File: config.mk
export PLATFORM = sky130hd
export DESIGN_NAME = funnel_shifter
export DESIGN_NICKNAME = d
export VERILOG_FILES = /design/src/rtl/shf_pkg.sv /design/src/rtl/shf_word_build.sv /design/src/rtl/shf_offset.sv /design/src/rtl/shf_log_select.sv /design/src/rtl/funnel_shifter.sv
export SDC_FILE = /design/constraint.sdc
export NUM_CORES = 1
export LEC_CHECK = 0
export ABC_AREA = 1
export BUFFER_PORTS_ARGS = -buffer_cell sky130_fd_sc_hd__buf_2
export CAP_MARGIN = 20
export CORE_MARGIN = 3
export CORE_UTILIZATION = 25
export DETAILED_ROUTE_END_ITERATION = 8
export PLACE_DENSITY = 0.47
export SYNTH_ARGS = -nofsm -noshare
export SYNTH_HDL_FRONTEND = slang
export SYNTH_SLANG_ARGS = --single-unit
File: constraint.sdc
create_clock -name vclk -period 3.1
set_input_delay 0.62 -clock vclk [all_inputs]
set_output_delay 0.62 -clock vclk [all_outputs]
set_load 0.1 [all_outputs]
File: src/rtl/shf_pkg.sv
package shf_pkg;
  typedef enum logic [1:0] {
    SHK_LOGIC  = 2'b00,
    SHK_ARITH  = 2'b01,
    SHK_ROTATE = 2'b10,
    SHK_RSVD   = 2'b11
  } shift_kind_e;
endpackage

File: src/rtl/shf_word_build.sv
// Builds the 2N-1 bit staging word that the right-selecting funnel reads.
module shf_word_build
  import shf_pkg::*;
#(
  parameter int N = 32,
  localparam int ZW = 2 * N - 1
) (
  input  logic [N-1:0]  src,
  input  logic          left,
  input  shift_kind_e   kind,
  output logic [ZW-1:0] zword
);
  logic [N-2:0] upper_fill;
  logic [N-2:0] lower_fill;

  // Right shifts: operand in the low N bits, fill above it.
  always_comb begin
    unique case (kind)
      SHK_ARITH:  upper_fill = {(N-1){src[N-1]}};
      SHK_ROTATE: upper_fill = src[N-2:0];
      default:    upper_fill = '0;
    endcase
  end

  // Left shifts: operand in the high N bits, fill below it.
  always_comb begin
    if (kind == SHK_ROTATE) lower_fill = src[N-1:1];
    else                    lower_fill = '0;
  end

  always_comb begin
    if (left) zword = {src, lower_fill};
    else      zword = {upper_fill, src};
  end
endmodule

File: src/rtl/shf_offset.sv
// Window offset: the amount for right shifts, its inverse for left shifts.
module shf_offset #(
  parameter int N = 32,
  localparam int KW = $clog2(N)
) (
  input  logic [KW-1:0] amt,
  input  logic          left,
  output logic [KW-1:0] offset
);
  always_comb offset = left ? ~amt : amt;
endmodule

File: src/rtl/shf_log_select.sv
// Picks zword[offset+N-1 : offset] through KW ranks of 2:1 multiplexers.
module shf_log_select #(
  parameter int N = 32,
  localparam int KW = $clog2(N),
  localparam int ZW = 2 * N - 1
) (
  input  logic [ZW-1:0] zword,
  input  logic [KW-1:0] offset,
  output logic [N-1:0]  field
);
  logic [ZW-1:0] rank [0:KW];

  assign rank[0] = zword;

  for (genvar s = 0; s < KW; s++) begin : g_rank
    localparam int STEP = 1 << s;
    always_comb begin
      if (offset[s]) rank[s+1] = {{STEP{1'b0}}, rank[s][ZW-1:STEP]};
      else           rank[s+1] = rank[s];
    end
  end

  assign field = rank[KW][N-1:0];
endmodule

File: src/rtl/funnel_shifter.sv
module funnel_shifter
  import shf_pkg::*;
#(
  parameter int N = 32,
  localparam int KW = $clog2(N),
  localparam int ZW = 2 * N - 1
) (
  input  logic [N-1:0]  src_i,
  input  logic [KW-1:0] amt_i,
  input  logic          dir_left_i,
  input  logic [1:0]    kind_i,
  output logic [N-1:0]  res_o
);
  logic [ZW-1:0] zword;
  logic [KW-1:0] offset;
  shift_kind_e   kind;

  assign kind = shift_kind_e'(kind_i);

  shf_word_build #(.N(N)) u_build (
    .src  (src_i),
    .left (dir_left_i),
    .kind (kind),
    .zword(zword)
  );

  shf_offset #(.N(N)) u_offset (
    .amt   (amt_i),
    .left  (dir_left_i),
    .offset(offset)
  );

  shf_log_select #(.N(N)) u_select (
    .zword (zword),
    .offset(offset),
    .field (res_o)
  );
endmodule

# Word level (Yosys, flattened, before mapping)
# Index checks and enable logic that the tools add are counted.
totals:
  reg_bits: 0
  input_bits: 40
  output_inout_bits: 32
op_classes:
  eq_ne: 2
  muxes: 9
  bitwise: 1
ops:
  columns: ["cell", "count"]
  rows:
  - ["63-bit 2-to-1 mux", 1]
  - ["62-bit 2-to-1 mux", 1]
  - ["31-bit one-hot mux with 2 select lines", 1]
  - ["60-bit 2-to-1 mux", 1]
  - ["56-bit 2-to-1 mux", 1]
  - ["48-bit 2-to-1 mux", 1]
  - ["32-bit 2-to-1 mux", 1]
  - ["31-bit 2-to-1 mux", 1]
  - ["5-bit 2-to-1 mux", 1]
  - ["5-bit NOT", 1]
  - ["2-bit by 1-bit == test with 1-bit output (second input constant)", 1]
  - ["2-bit == test (second input constant)", 1]

# Depth between registers and ports, before layout
# Gate-level depths: netlist of run 1.
depth:
  word_depth: 8
  mapped_depth: 14
  ltp_nobuf: 12

# Modules after synthesis
# Synthesis of run 1 repeated with hierarchy kept, for this count alone.
unflattened:
  cells_unflattened: 937
  area_unflattened_um2: 4216.5
modules_own_cells:
  columns: ["module", "instances", "cells_each", "area_each_um2", "seq_area_each_um2"]
  rows:
  - ["shf_log_select", 1, 637, 2962.8, 0.0]
  - ["shf_word_build", 1, 279, 1174.9, 0.0]
  - ["shf_offset", 1, 21, 78.8, 0.0]

# Worst setup path after synthesis of run 1
# No wires, ideal clock.
synth_timing:
  kind: "input to output"
  startpoint: "in kind_i[0]"
  endpoint: "out res_o[25]"
  t_arrival_ns: 2.588
  path_slack_ns: -0.108
  path_stages: 12
  cell_sequence: "inv_1 -> ha_1 -> buf_2 -> clkbuf_1 -> nand2_1 -> o21ai_0 -> nand2_1 -> nand3_1 -> nand3_1 -> nand3_1 -> nand3_1 -> nand2_1"
synth_via:
  elab_chain_len: 8
  elab_cells_between_ends: 10
  classes_between: "eq/ne: 2; mux: 8"
synth_rtl:
  columns: ["element", "line_no", "text"]
  rows:
  - ["from (decl)", "funnel_shifter.sv:11", "input logic [1:0] kind_i,"]
  - ["2-bit == test / 2-bit by 1-bit == test with 1-bit output (equally long branches)", "shf_word_build.sv:18, shf_word_build.sv:27", null]
  - ["31-bit one-hot mux with 2 select lines / 31-bit 2-to-1 mux (equally long branches)", "shf_word_build.sv:18, shf_word_build.sv:27", null]
  - ["63-bit 2-to-1 mux (*)", "shf_word_build.sv:32", "if (left) zword = {src, lower_fill};"]
  - ["62-bit 2-to-1 mux (*)", "shf_log_select.sv:18", "if (offset[s]) rank[s+1] = {{STEP{1'b0}}, rank[s][ZW-1:STEP]};"]
  - ["60-bit 2-to-1 mux (*)", "shf_log_select.sv:18", null]
  - ["56-bit 2-to-1 mux (*)", "shf_log_select.sv:18", null]
  - ["48-bit 2-to-1 mux (*)", "shf_log_select.sv:18", null]
  - ["32-bit 2-to-1 mux (*)", "shf_log_select.sv:18", null]
  - ["to (decl)", "funnel_shifter.sv:12", "output logic [N-1:0] res_o"]
# Mark *: on every way between the ends. The rest lies on a longest branch, timed or not.

# Worst setup path after layout of run 1
layout_timing:
  startpoint: "in kind_i[0]"
  endpoint: "out res_o[27]"
# The elaborated chain is that of the path after synthesis.

==> results of run 1 <==
## cell usage in the layout, fill, tap and decap left out, types with 2 or more instances in the layout
master,n
nand2_1,350
o21ai_1,13
inv_1,6
o21ai_0,3
o21ai_2,13
nand2_2,44
inv_2,3
buf_4,11
nor2_4,2
xnor2_2,4
buf_12,47
nand3_1,351
buf_2,40
clkbuf_16,4
nand3_2,26
## path summary, 6_finish.rpt
kind | from | end | slack [ns] | depth (start not counted)
hold / removal | amt_i[4] | res_o[6] | 1.89 | 6
setup / recovery | kind_i[0] | res_o[27] | 0.05 | 14
## final cells by class
cell class	instances	area share [%]
inverter	9	0.607
multi-input combinational	810	70.7
tap	211	4.74
timing repair buffer	103	24.0
## cell families after synthesis
logic type / count (synthesis) / share of synthesized area (%)
simple gates: 775 / 86.1
buf+inv: 81 / 8.66
compound gates: 29 / 3.69
xor+xnor: 4 / 0.891
fa+ha+maj: 2 / 0.636
## metal layers
metal / vias up / part of all wire, %
met4: 0 / 3.9
met5: - / 0
met2: 381 / 45
met3: 50 / 9.0
met1: 2817 / 42
li1: 3084 / -
## power groups by stage
stage          Sequential, mW  Clock (mW)  Combinational, mW
2_1_floorplan               0           0               1.66
3_3_place_gp                0           0               2.53
3_5_place_dp                0           0               2.53
4_1_cts                     0           0               2.54
5_1_grt                     0           0               2.79
6_report                    0           0               2.64
## synth_stat cells
master    instances  area (um^2)
buf_1             5         18.8
buf_2            26          130
buf_4             1         7.51
clkbuf_1         40          150
ha_1              2         25.0
inv_1             6         22.5
inv_2             3         11.3
nand2_1         394         1480
nand3_1         377         1890
nand4_1           1         6.26
nor2_1            2         7.51
nor2_2            1         6.26
o21ai_0          14         70.1
o21ai_1          15         75.1
xnor2_1           4         35.0
## what timing repair did
action	CTS	global route
hold endpoints to repair	0	0
resized for setup	0	64
setup buffers	0	1
setup endpoints to repair	0	32
## worst max-delay path, cell delays in order
cell and delay, ns:
buf_2 0.11, inv_1 0.08, ha_4 0.21, nor2_4 0.19
clkbuf_16 0.21, nand2_1 0.08, nand3_1 0.11, nand3_1 0.16
nand2_1 0.10, nand2_1 0.05, nand3_1 0.08, nand3_1 0.10
nand2_2 0.13, buf_12 0.18
==> summary.txt, run 1 <==
Place
  – Post-DP HPWL: 13.7 mm
  – Post-DP Area: 5230 um^2
  – Placed cells: 1127
  – GPL Wtd Cong: 0.979
  – Setup WS pre-CTS: 0.0302 ns
  – Port Buffers: 72

Global route
  – Grt met3 use: 2.26%
  – First-pass GRT wire length: 29.5 mm
  – GR Layer Usage met2: 31.9%
  – Number of global-route vias before repair: 5633
  – Largest net degree at the start of global routing: 63
  – Grt ovf: 0
  – Overall Global Routing Usage: 20.1%
  – Initial antenna violation count: 0
  – Met1 Usage GRT: 28.1%
  – Most Used Layer, Global Route: met2

Detailed routing
  – DR vias: 6332
  – Post-route DRC violation count: 0
  – Routed wire length: 19.1 mm
  – WL per Instance: 16.9 um
  – Via/cell ratio: 5.59
  – Final ANT Viol Nets: 0
  – DR iter-0 viols: 944
  – Pre-Repair DR Iteration Count: 5

Pwr
  – Leakage: 2.79 nW
  – Sw frac: 67.5%
  – Design Power: 2.64 mW
  – Flop pwr share: 0%
  – Sw Pwr: 1.78 mW
  – Combinational share of power: 100.0%
  – Pint: 0.857 mW
  – Peak supply drop: 0.000239 V
  – Clk pwr share: 0%
  – PD cells: 474 nW/um^2

Yosys
  – YS warnings: 0
  – Synth unique cells: 15
  – Syn Std Cell Area: 3930 um^2
  – Seq/Total Area, Yosys: 0%
  – Synth Net Count: 933
  – Avg Inst Size Synth: 4.41 um^2
  – Mapped Cells: 891

STA
  – Least-Margin Pin Slew: 0.494 ns
  – Max Slew Vio Count: 0
  – Final WS setup: 0.0522 ns
  – F_max: 328 MHz
  – Total negative slack: 0 ns
  – Relative slew slack: 66.9%
  – RSZ-0062 raised after global routing: yes
  – Fin crit period: 3.05 ns
  – Fin Hold WS: 1.89 ns
  – Fin crit share: 98.3%
  – Final Hold Vio Count: 0
  – Setup violations, final: 0

Critical path
  – CP Max Fanout: 8
  – Arr. time, crit path: 2.43 ns
  – WP data required: 2.48 ns
  – CP Capture Type: output port
  – Setup CP Type: input port to output port
  – Critical Path Start Type: input port

Finish
  – Final core occ: 36.4%
  – Total Nets Final: 966
  – Multi-input logic area: 3940 um^2
  – Sequential cell area: 0 um^2
  – Final Non-Filler Cells: 1133
  – Syn-to-layout area delta: 41.6%
  – Final Cell Area: 5570 um^2
  – Antenna cells: 0
  – Layout cell share with drive strength beyond 1: 21.3%
  – FFs & Latches: 0
  – Clkbuf count: 0
  – Filler cells: 1774

Run status
  – Status: completed

Floorplanning
  – IO Count: 72
  – Die W: 131 um
  – Placeable Area: 15300 um^2
  – DIE AREA: 17300 um^2
  – Die height: 131 um
  – Row count: 45
  – Starting density of the core: 25.7%

Clock network
  – # hold bufs at CTS: 0

Job
  – Max Cap Viol: 0

Worst hold path
  – Min-Delay Path Class: input port to output port
Power figures use the tool's default switching activity.
==> inputs of run 2 (changes only) <==
--- a/config.mk
+++ b/config.mk
@@ -12,6 +12,7 @@
 export CORE_UTILIZATION = 25
 export DETAILED_ROUTE_END_ITERATION = 8
 export PLACE_DENSITY = 0.47
+export REMOVE_ABC_BUFFERS = 1
 export SYNTH_ARGS = -nofsm -noshare
 export SYNTH_HDL_FRONTEND = slang
 export SYNTH_SLANG_ARGS = --single-unit
==> summary.txt, run 2 (synthesized netlist as in run 1, its figures left out) <==
Finish
  – Antenna cells: 0 (unchanged)
  – Final Non-Filler Cells: 1146 (+1.1%)
  – Sequential cell area: 0 um^2 (unchanged)
  – Most common cell after layout, fill and taps aside: nand2_1
  – Layout cell share with drive strength beyond 1: 22.7% (+1.4 points)
  – Total Nets Final: 979 (+1.3%)
  – Commonest cells after routing, fill and taps aside: nand2_1, nand3_1, buf_12
  – Final core occ: 38.2% (+1.9 points)
  – Clkbuf count: 0 (unchanged)
  – Filler cells: 1758 (-0.90%)
  – FFs & Latches: 0 (unchanged)
  – Syn-to-layout area delta: 48.9%

Critical path
  – CP Capture Type: output port
  – CP Cell Sequence: buf_6, inv_8, buf_12, nand2_1, nand2_4, clkbuf_16, nand3_1, nand3_1, nand3_1, nand2_1, nand2_1, nand3_1, nand2_1, buf_12
  – CP Max Fanout: 12 (+4)
  – Setup CP Type: input port to output port
  – Slowest cell delay on critical path: 0.21 ns (about the same)
  – Critical-path top delay cell: nand2_4
  – Critical Path Start Type: input port
  – Arr. time, crit path: 2.46 ns (+0.03 ns)
  – WP data required: 2.48 ns (about the same)

Worst hold path
  – Min-Delay Path Class: input port to output port

Detailed routing
  – Final ANT Viol Nets: 0 (unchanged)
  – WL per Instance: 16.9 um (about the same)
  – Via/cell ratio: 5.66 (+1.3%)
  – Pre-Repair DR Iteration Count: 6 (+1)
  – DR vias: 6487 (+2.4%)
  – DR iter-0 viols: 1112 (+18%)
  – Post-route DRC violation count: 0 (unchanged)
  – Routed wire length: 19.3 mm (+1.1%)

Floorplanning
  – Die W: 131 um (unchanged)
  – IO Count: 72 (unchanged)
  – Starting density of the core: 25.7% (unchanged)
  – Die height: 131 um (unchanged)
  – Row count: 45 (unchanged)
  – DIE AREA: 17300 um^2 (unchanged)
  – Placeable Area: 15300 um^2 (unchanged)

Job
  – Max Cap Viol: 0 (unchanged)

STA
  – Setup violations, final: 0 (unchanged)
  – RSZ-0062 raised after global routing: yes
  – Fin crit share: 99.2% (+0.91 points)
  – Least-Margin Pin Slew: 0.419 ns (-0.0749 ns)
  – F_max: 325 MHz (-0.92%)
  – Final Hold Vio Count: 0 (unchanged)
  – Final WS setup: 0.0239 ns (-0.0283 ns)
  – Relative slew slack: 72.1% (+5.2 points)
  – Max Slew Vio Count: 0 (unchanged)
  – Fin crit period: 3.08 ns (+0.0283 ns)

Place
  – Post-DP HPWL: 13.0 mm (-4.9%)
  – GPL Wtd Cong: 0.925 (-5.5%)
  – Port Buffers: 72 (unchanged)
  – Placed cells: 1132 (+0.44%)
  – Setup WS pre-CTS: -0.0392 ns (-0.0694 ns)

Pwr
  – Design Power: 2.67 mW (+1.2%)
  – Peak supply drop: 0.000324 V (+35%)
  – Leakage: 2.94 nW (+5.3%)
  – PD cells: 456 nW/um^2 (-3.7%)

Run status
  – Status: completed

Global route
  – Overall Global Routing Usage: 18.4% (-1.7 points)
  – Initial antenna violation count: 0 (unchanged)
  – Number of global-route vias before repair: 5370 (-4.7%)
  – Largest net degree at the start of global routing: 57 (-9.5%)
  – First-pass GRT wire length: 27.3 mm (-7.3%)
  – Grt ovf: 0 (unchanged)

Clock network
  – # hold bufs at CTS: 0 (unchanged)
-- run 2: changes by cell type in the layout (fill, tap and decap cells not counted), sizes merged --
cell / before / now
buf: 99 / 106
clkbuf: 4 / 10
-- run 2: metrics by stage --
step	hold WS (ns)	setup TNS [ns]	instance area, um^2
2_1_floorplan	2.07	-96.37	3620
3_3_place_gp	1.98	-0.225	5190
3_5_place_dp	1.97	-0.176	5190
4_1_cts	1.97	0	5190
5_1_grt	2.03	-1.44	5860
6_report	1.96	0	5860
-- run 2: report_power, final --
part	internal [mW]	switching [mW]
clock network	0	0
registers	0	0
logic	0.890	1.78
total	0.890	1.78
-- run 2: cell type report --
class	instances	area (um^2)	share of cell area (%)
timing repair buffer	116	1580	27.0
multi-input combinational	810	3970	67.8
inverter	9	41.3	0.705
tap	211	264	4.51
-- run 2: critical path: cells and delay by family --
family	cells	cell delay [ns]
simple gates	9	1.06
buf+inv	5	0.76
-- run 2: repair_timing --
item | in CTS | in global routing
endpoints found under the setup margin | 10 | 32
endpoints found under the hold margin | 0 | 0
pin swaps | 0 | 16
resized for setup | 2 | 105
cloned | 0 | 13
setup buffers | 0 | 1
-- run 2: worst paths after layout --
check / start / end / slack, ns / cells after the start
worst max-delay path: dir_left_i / res_o[18] / 0.02 / 14
worst min-delay path: amt_i[4] / res_o[25] / 1.96 / 6
-- run 2: per-layer routing --
| layer | up-vias | routed length [um] | global-route usage, % |
|---|---|---|---|
| li1 | 3118 | - | - |
| met1 | 2925 | 7850 | 26.7 |
| met2 | 395 | 8700 | 30.7 |
| met3 | 49 | 2190 | 1.30 |
| met4 | 0 | 581 | 2.39 |
| met5 | - | 0 | 0 |
